$ cat config.mk
export PLATFORM = sky130hd
export DESIGN_NAME = iopm_checker_top
export DESIGN_NICKNAME = d
export VERILOG_FILES = /design/src/rtl/iopm_pkg.sv /design/src/rtl/iopm_fsm.sv /design/src/rtl/iopm_window_test.sv /design/src/rtl/iopm_result.sv /design/src/rtl/iopm_checker_top.sv
export SDC_FILE = /design/constraint.sdc
export NUM_CORES = 1
export LEC_CHECK = 0
export BUFFER_PORTS_ARGS = -buffer_cell sky130_fd_sc_hd__buf_2
export CORE_MARGIN = 3
export CORE_UTILIZATION = 25
export CTS_CLUSTER_SIZE = 14
export DETAILED_ROUTE_END_ITERATION = 10
export GPL_ROUTABILITY_DRIVEN = 0
export PLACE_DENSITY = 0.42
export SYNTH_ARGS = -nofsm -noshare
export SYNTH_HDL_FRONTEND = slang
export SYNTH_SLANG_ARGS = --single-unit
export TNS_END_PERCENT = 50
$ cat constraint.sdc
create_clock -name clk -period 6.4 [get_ports clk]
set_clock_uncertainty 0.1 [all_clocks]
set_input_delay 0.32 -clock clk [delete_from_list [all_inputs] [get_ports clk]]
set_output_delay 0.32 -clock clk [all_outputs]
set_load 0.05 [all_outputs]
$ cat src/rtl/iopm_pkg.sv
package iopm_pkg;
    typedef enum logic [1:0] {
        ST_IDLE   = 2'd0,
        ST_ISSUE  = 2'd1,
        ST_WAIT   = 2'd2,
        ST_REPORT = 2'd3
    } iopm_state_e;

    localparam int unsigned EXIT_IO   = 32'h7B;
    localparam int unsigned EXIT_INTR = 32'h60;
    localparam int unsigned IO_BIT    = EXIT_IO - EXIT_INTR;
endpackage

$ cat src/rtl/iopm_fsm.sv
module iopm_fsm
    import iopm_pkg::*;
(
    input  logic clk,
    input  logic rst_n,
    input  logic start,
    input  logic icept_on,
    input  logic rd_valid,
    output logic accept,
    output logic capture,
    output logic rd_req,
    output logic done,
    output logic busy
);
    iopm_state_e state_q, state_d;

    always_ff @(posedge clk) begin
        if (!rst_n) state_q <= ST_IDLE;
        else        state_q <= state_d;
    end

    always_comb begin
        state_d = state_q;
        unique case (state_q)
            ST_IDLE:   if (start) state_d = icept_on ? ST_ISSUE : ST_REPORT;
            ST_ISSUE:  state_d = ST_WAIT;
            ST_WAIT:   if (rd_valid) state_d = ST_REPORT;
            ST_REPORT: state_d = ST_IDLE;
        endcase
    end

    always_comb begin
        accept  = 1'b0;
        capture = 1'b0;
        rd_req  = 1'b0;
        done    = 1'b0;
        busy    = 1'b1;
        unique case (state_q)
            ST_IDLE: begin
                busy   = 1'b0;
                accept = start;
            end
            ST_ISSUE:  rd_req = 1'b1;
            ST_WAIT:   capture = rd_valid;
            ST_REPORT: done = 1'b1;
        endcase
    end
endmodule

$ cat src/rtl/iopm_window_test.sv
module iopm_window_test #(
    parameter int WIN_W  = 16,
    parameter int SIZE_W = 3,
    parameter int OFS_W  = 3
) (
    input  logic [WIN_W-1:0]  window,
    input  logic [SIZE_W-1:0] size,
    input  logic [OFS_W-1:0]  bit_ofs,
    output logic              hit
);
    logic [WIN_W-1:0] run_mask;
    logic [WIN_W-1:0] placed;

    always_comb begin
        run_mask = (WIN_W'(1) << size) - WIN_W'(1);
        placed   = run_mask << bit_ofs;
        hit      = |(window & placed);
    end
endmodule

$ cat src/rtl/iopm_result.sv
module iopm_result #(
    parameter int ADDR_W  = 64,
    parameter int PORT_W  = 16,
    parameter int PARAM_W = 32,
    parameter int IP_W    = 64,
    parameter int LEN_W   = 4,
    parameter int CODE_W  = 32,
    parameter logic [CODE_W-1:0] CODE_IO = 32'h7B
) (
    input  logic               clk,
    input  logic               rst_n,
    input  logic               accept,
    input  logic               capture,
    input  logic               win_hit,
    input  logic [ADDR_W-1:0]  bitmap_base,
    input  logic [PORT_W-1:0]  port,
    input  logic [PARAM_W-1:0] param,
    input  logic [IP_W-1:0]    cur_ip,
    input  logic [LEN_W-1:0]   instr_len,
    output logic [PORT_W-1:0]  lat_port,
    output logic [PARAM_W-1:0] lat_param,
    output logic [ADDR_W-1:0]  rd_addr,
    output logic               exit_hit,
    output logic [CODE_W-1:0]  exit_code,
    output logic [63:0]        exit_info1,
    output logic [IP_W-1:0]    exit_info2
);
    logic [IP_W-1:0] next_ip;

    always_ff @(posedge clk) begin
        if (!rst_n) begin
            lat_port   <= '0;
            lat_param  <= '0;
            next_ip    <= '0;
            rd_addr    <= '0;
            exit_hit   <= 1'b0;
            exit_code  <= '0;
            exit_info1 <= '0;
            exit_info2 <= '0;
        end else if (accept) begin
            lat_port   <= port;
            lat_param  <= param;
            next_ip    <= cur_ip + IP_W'(instr_len);
            rd_addr    <= bitmap_base + ADDR_W'(port >> 3);
            exit_hit   <= 1'b0;
            exit_code  <= '0;
            exit_info1 <= '0;
            exit_info2 <= '0;
        end else if (capture && win_hit) begin
            exit_hit   <= 1'b1;
            exit_code  <= CODE_IO;
            exit_info1 <= 64'(lat_param) | (64'(lat_port) << 16);
            exit_info2 <= next_ip;
        end
    end
endmodule

$ cat src/rtl/iopm_checker_top.sv
module iopm_checker_top
    import iopm_pkg::*;
#(
    parameter int ADDR_W  = 64,
    parameter int PORT_W  = 16,
    parameter int PARAM_W = 32,
    parameter int IP_W    = 64,
    parameter int LEN_W   = 4,
    parameter int VEC_W   = 64,
    parameter int WIN_W   = 16
) (
    input  logic               clk,
    input  logic               rst_n,
    input  logic               start,
    input  logic [VEC_W-1:0]   icept_vec,
    input  logic [ADDR_W-1:0]  bitmap_base,
    input  logic [PORT_W-1:0]  port,
    input  logic [PARAM_W-1:0] param,
    input  logic [IP_W-1:0]    cur_ip,
    input  logic [LEN_W-1:0]   instr_len,
    output logic               rd_req,
    output logic [ADDR_W-1:0]  rd_addr,
    input  logic               rd_valid,
    input  logic [WIN_W-1:0]   rd_data,
    output logic               done,
    output logic               exit_hit,
    output logic [31:0]        exit_code,
    output logic [63:0]        exit_info1,
    output logic [IP_W-1:0]    exit_info2
);
    localparam int SIZE_LSB = 4;
    localparam int SIZE_W   = 3;
    localparam int OFS_W    = 3;

    logic               accept, capture, busy, win_hit;
    logic [PORT_W-1:0]  lat_port;
    logic [PARAM_W-1:0] lat_param;

    iopm_fsm u_fsm (
        .clk      (clk),
        .rst_n    (rst_n),
        .start    (start),
        .icept_on (icept_vec[IO_BIT]),
        .rd_valid (rd_valid),
        .accept   (accept),
        .capture  (capture),
        .rd_req   (rd_req),
        .done     (done),
        .busy     (busy)
    );

    iopm_window_test #(.WIN_W(WIN_W), .SIZE_W(SIZE_W), .OFS_W(OFS_W)) u_win (
        .window  (rd_data),
        .size    (lat_param[SIZE_LSB +: SIZE_W]),
        .bit_ofs (lat_port[OFS_W-1:0]),
        .hit     (win_hit)
    );

    iopm_result #(
        .ADDR_W(ADDR_W), .PORT_W(PORT_W), .PARAM_W(PARAM_W),
        .IP_W(IP_W), .LEN_W(LEN_W), .CODE_W(32), .CODE_IO(32'(EXIT_IO))
    ) u_res (
        .clk         (clk),
        .rst_n       (rst_n),
        .accept      (accept),
        .capture     (capture),
        .win_hit     (win_hit),
        .bitmap_base (bitmap_base),
        .port        (port),
        .param       (param),
        .cur_ip      (cur_ip),
        .instr_len   (instr_len),
        .lat_port    (lat_port),
        .lat_param   (lat_param),
        .rd_addr     (rd_addr),
        .exit_hit    (exit_hit),
        .exit_code   (exit_code),
        .exit_info1  (exit_info1),
        .exit_info2  (exit_info2)
    );
endmodule

==> impl_metrics.ini, run 1 <==
[layout]
nNetsFinal = 2445
regArea_um2 = 5510
layout_common_cells = 369 x buf_2, 360 x nand2_1, 275 x dfxtp_1
syn2layout_area_growth_pct = 31.9
final_common_cell = buf_2
nFillCells = 5962
final_core_util = 0.337
multi_input_area_um2 = 7780
drive_above_1_share = 0.216
stdcell_count = 2932

[worst_setup_path]
critPathArrivalTime_ns = 4.54
worstPathRequired_ns = 6.76
crit_fanout = 66
regToRegSetupSlack_ns = 2.22
regToRegStartpoint = u_res.lat_param[6]$_SDFFE_PN0P_
worst_setup_path_end_kind = register
startpoint_type = register
worstReg2RegEnd = u_res.exit_info2[48]$_SDFFE_PP0P_
ff2ff_path_depth = 10
path_class = register to register

[grt]
grt_max_degree = 154
antenna_found_initial = 3
overflow = 0
grtUsageTotal = 0.159
grt_pass1_vias = 13300
grt_pass1_wl_um = 76300

[floorplanning]
die_h_um = 244
fp-row-count = 86
start_util = 0.255
die_area_um2 = 59700
dieWidth_um = 244
fp.coreArea_um2 = 55600
io_pins = 491

[route]
wirelength_um = 49300
firstDrtPassIters = 4
drtIter0Drc = 608
wl_per_cell_um = 16.8
via_count = 13600
via_per_inst = 4.64
drc = 0
ant_nets = 0

[placement]
placement.io_buffers = 369
placed_cells = 2755
hpwl_um = 34300

[yosys]
yosys.area.top_type = dfxtp_1
synth_area_um2 = 14200
yosys_most_used_dff = dfxtp_1
ys_ff_latch = 275
yosysTopAreaCellShare = 0.387
async_flop_share = 0
synth-seq-area-share = 0.387
synth_edf_count = 0
synthesis.instances = 1742
ys_warn_count = 0
post_synth.cell_area_avg_um2 = 8.16
synth.area.top_cells = dfxtp_1 39%, nand2_1 9.5%, mux2i_1 7.3%, o21ai_0 4.8%, a21oi_1 4.2%
yosysUniqueCellTypes = 75

[timing]
tightest_slew_ns = 1.13
maxSlewHeadroom = 0.248
post-route-period-util = 0.653
grt_setup_unrepaired = false
final-hold-violation-count = 0
fin_setup_tns_ns = 0
max_freq_ghz = 0.239
slew_violations = 0
fin_crit_ns = 4.18
fin_hold_ws_ns = 0.0402
setup_viol = 0

[clock_network]
cts-buffers-inserted = 37
tritoncts = done
clock-sinks = 275
root_buffer = clkbuf_16
path_clk_slew_ns = 0.06
holdBufCountCts = 109
cts_max_level = 2
postCtsSetupRepairBufs = 0
clock_path_buffers = 3
cts-resized-gates = 0
insertion_delay_ns = 0.53

[run_status]
status = finished clean

[min_path]
worstHoldStart = bitmap_base[16]
hold_class = input pin to register
hold_depth = 3
min_to = u_res.rd_addr[16]$_SDFFE_PN0P_

[power_and_ir_drop]
power_w = 0.00669
ir_drop_mv = 0.255
p_per_area_nw_per_um2 = 357
leakage_nw = 7.65

[run]
maxCapViolations = 0
==> through the flow <==
step / instance area, µm² / worst slack (ns)
finish: 18700 / 2.22
floorplan: 14400 / 3.20
detailed placement: 16400 / 2.17
global route: 18700 / 1.88
CTS: 18700 / 2.17
global placement: 16400 / 2.20
==> state kept, by name, indices dropped and copies added (netlist names) <==
register and cells:
u_res.exit_info1 32, u_res.next_ip 64, u_res.rd_addr 64, u_res.exit_hit 1, u_res.exit_info2 64, u_res.lat_port 16, u_fsm.state_q 2, u_res.lat_param 32
==> synth_stat cells (12+ instances only) <==
cell type,instances
a211oi_1,20
a21oi_1,120
a31oi_1,24
and3_1,21
and4_1,13
buf_4,68
buf_6,12
clkbuf_1,81
dfxtp_1,275
ha_1,24
inv_1,43
mux2i_1,103
nand2_1,361
nand3_1,44
nand4_1,17
nor2_1,60
nor3_1,26
o211ai_1,13
o21ai_0,136
or3_1,27
xnor2_1,44
xor2_1,43
==> layout make-up <==
cell class,count,area share
inverters,43,0.00868
clock buffers,55,0.0590
well taps,748,0.0499
clock inverters,12,0.00928
flip-flops and latches,275,0.294
repair buffers,491,0.164
diodes,1,0.000134
multi-input cells,1307,0.415
==> critical path, cell delays in order, from the launching register on <==
cell      delay, ns
dfxtp_1        0.80
or3_1          0.28
ha_1           0.56
nor3b_2        0.26
o22ai_1        0.10
nor3_1         0.34
a221oi_1       0.14
or3_1          0.42
nand3_4        0.31
buf_12         0.46
mux2i_1        0.25
==> power by group <==
group	internal, W	switching [W]	leakage (nW)	total [W]
Sequential	0.00202	0.000183	2.25	0.00220
Combinational	0.000662	0.00163	4.77	0.00229
Clock	0.00136	0.000827	0.633	0.00219
Total	0.00405	0.00264	7.65	0.00669
==> worst max path at each step <==
stage,depth (start not counted),end,from
2_1_floorplan,16,u_res.exit_info1[22]$_SDFFE_PP0P_,u_res.lat_param[4]$_SDFFE_PN0P_
3_3_place_gp,10,u_res.exit_info2[63]$_SDFFE_PP0P_,u_res.lat_param[6]$_SDFFE_PN0P_
3_5_place_dp,10,u_res.exit_info2[58]$_SDFFE_PP0P_,u_res.lat_param[6]$_SDFFE_PN0P_
4_1_cts,10,u_res.exit_info2[58]$_SDFFE_PP0P_,u_res.lat_param[6]$_SDFFE_PN0P_
5_1_grt,10,u_res.exit_info2[53]$_SDFFE_PP0P_,u_res.lat_param[5]$_SDFFE_PN0P_
6_report,10,u_res.exit_info2[48]$_SDFFE_PP0P_,u_res.lat_param[6]$_SDFFE_PN0P_
==> cell families after synthesis <==
logic type / after synthesis / synth area share
simple gates: 624 / 0.203
compound gates: 405 / 0.173
flops: 275 / 0.387
buf+inv: 217 / 0.0826
mux: 107 / 0.0757
xor+xnor: 87 / 0.0536
fa+ha+maj: 26 / 0.0240
other cells: 1 / 0.000264
==> routing by layer <==
| metal | GRT usage | vias up | routed length, µm |
|---|---|---|---|
| li1 | - | 6792 | - |
| met1 | 0.198 | 6402 | 21300 |
| met2 | 0.273 | 331 | 23700 |
| met3 | 0.0393 | 71 | 3130 |
| met4 | 0.0445 | 4 | 1020 |
| met5 | 0 | - | 27 |
Power figures use the tool's default switching activity.
==> inputs of run 2 (changes only) <==
PLACE_DENSITY = 0.43   (was 0.42)
clock period = 3.7 ns   (was 6.4 ns; I/O delays follow)
==> run 2 against run 1 <==
Clock-buffer cell count shrank 4. Critical path depth rose by 2. Sequential power rose by 72%. Clock power grew 56%. Via count increased by 4.1%. Worst hold slack is essentially flat. Routed wire length rose by 3.2%. Worst setup slack worse by 2.0 ns. First-iteration DRC count down 12%. Critical path type is now input pin to register. Critical endpoint is now u_res.next_ip[63]$_SDFFE_PN0P_. Largest cell class unchanged. Highest routed layer unchanged.
==> impl_metrics.ini, run 2 (same netlist as run 1, synthesis figures left out) <==
[power_and_ir_drop]
ir_drop_mv = 0.298
power_w = 0.0115
p_per_area_nw_per_um2 = 573
leakage_nw = 8.26

[grt]
grt_pass1_wl_um = 78500
antenna_found_initial = 1
grtUsageTotal = 0.164
overflow = 0
grt_max_degree = 109
grt_pass1_vias = 14100

[clock_network]
root_buffer = clkbuf_16
cts_max_level = 2
tritoncts = done
cts-buffers-inserted = 36
path_clk_slew_ns = 0.06
clock_path_buffers = 3
clock-sinks = 275
insertion_delay_ns = 0.55

[floorplanning]
dieWidth_um = 244
fp-row-count = 86
die_h_um = 244
fp.coreArea_um2 = 55600
io_pins = 491
start_util = 0.255
die_area_um2 = 59700

[worst_setup_path]
path_class = input pin to register
startpoint_type = input pin
crit_fanout = 13
regToRegSetupSlack_ns = 0.36
crit_start = cur_ip[17]
worstPathRequired_ns = 4.04
worstPathCellList = dlygate4sd3_1, buf_2, and4_2, nand4_1, nor4_4, nand4_1, buf_4, or3_1, o31ai_1, dlygate4sd3_1, a31oi_1, dlygate4sd3_1
slowest_delay_ns = 0.58
worst_setup_path_end_kind = register
cpMaxStageDelayCell = dlygate4sd3_1
crit_top_cell = dlygate4sd3_1
critPathArrivalTime_ns = 3.87
regToRegStartpoint = u_res.lat_param[4]$_SDFFE_PN0P_

[layout]
reg_top3 = u_res.exit_info2 x64, u_res.next_ip x64, u_res.rd_addr x64
nNetsFinal = 2578
final_core_util = 0.360
final_common_cell = buf_2
drive_above_1_share = 0.218
syn2layout_area_growth_pct = 41.0
layout_common_cells = 370 x buf_2, 360 x nand2_1, 275 x dfxtp_1

[timing]
post-route-period-util = 0.955
fin_setup_tns_ns = 0
slew_violations = 0
fin_hold_ws_ns = 0.0400
setup_viol = 0
maxSlewHeadroom = 0.369
tightest_slew_ns = 0.944
grt_setup_unrepaired = false
fin_crit_ns = 3.53
setup_slack_ns = 0.168
final-hold-violation-count = 0
max_freq_ghz = 0.283

[route]
ant_nets = 0
via_count = 14200
wl_per_cell_um = 16.6
drc = 0
drtIter0Drc = 538
via_per_inst = 4.62
wirelength_um = 50800
firstDrtPassIters = 5

[placement]
placement.io_buffers = 369
pre_cts_ws_ns = 0.369
hpwl_um = 35500

[run]
maxCapViolations = 0

[min_path]
hold_class = input pin to register
worstHoldStart = bitmap_base[14]

[run_status]
status = finished clean
-- run 2: changes by cell type in the layout (fill, tap and decap cells not counted), moves of 4 or more --
| cell | before | now |
|---|---|---|
| ha_1 | 24 | 20 |
| buf_4 | 10 | 29 |
| bufinv_16 | 4 | 0 |
| dlygate4sd3_1 | 109 | 218 |
| buf_12 | 3 | 7 |
| clkinv_2 | 6 | 11 |
-- run 2: power breakdown --
part	internal, W	switching, W	total, W
logic	0.00136	0.00293	0.00429
clock network	0.00202	0.00139	0.00341
registers	0.00350	0.000286	0.00378
-- run 2: metal layers --
layer	global-route usage	up-vias	share of wire
met5	0	-	0.00026
met4	0.0554	2	0.028
met3	0.0366	78	0.058
met2	0.285	339	0.48
met1	0.200	6673	0.43
li1	-	7069	-
-- run 2: cell type report --
cell class,instances,area [µm²]
diodes,1,2.50
clock buffers,51,1070
clock inverters,14,90.1
fillers,5881,35600
inverters,43,163
multi-input cells,1307,7860
flip-flops and latches,275,5510
well taps,748,936
repair buffers,625,4400
-- run 2: metrics by stage --
| step | instance area [µm²] | cells |
|---|---|---|
| finish | 20000 | 3064 |
| floorplan | 14400 | 1799 |
| global route | 20000 | 3063 |
| detailed placement | 16500 | 2770 |
| CTS | 19900 | 3053 |
| global placement | 16500 | 2770 |
-- run 2: path summary, 6_finish.rpt --
| path | depth (start not counted) | end |
|---|---|---|
| worst max-delay path | 12 | u_res.next_ip[63]$_SDFFE_PN0P_ |
| worst min-delay path | 4 | u_res.rd_addr[15]$_SDFFE_PN0P_ |
| worst max register to register | 10 | u_res.exit_info1[30]$_SDFFE_PP0P_ |
| worst min register to register | 2 | u_res.lat_port[15]$_SDFFE_PN0P_ |
-- run 2: repair_timing --
item,CTS,global route
endpoints found under the hold margin,164,0
hold buffers,218,0
buffers inserted,0,9
setup endpoints to repair,0,12
resized for setup,0,16
-- run 2: worst max-delay path: cells and delay by family --
family / cells / cell delay (ns)
AO/OA/AOI/OAI: 2 / 0.26
AND/OR/NAND/NOR: 5 / 1.39
buffers and inverters: 5 / 2.03
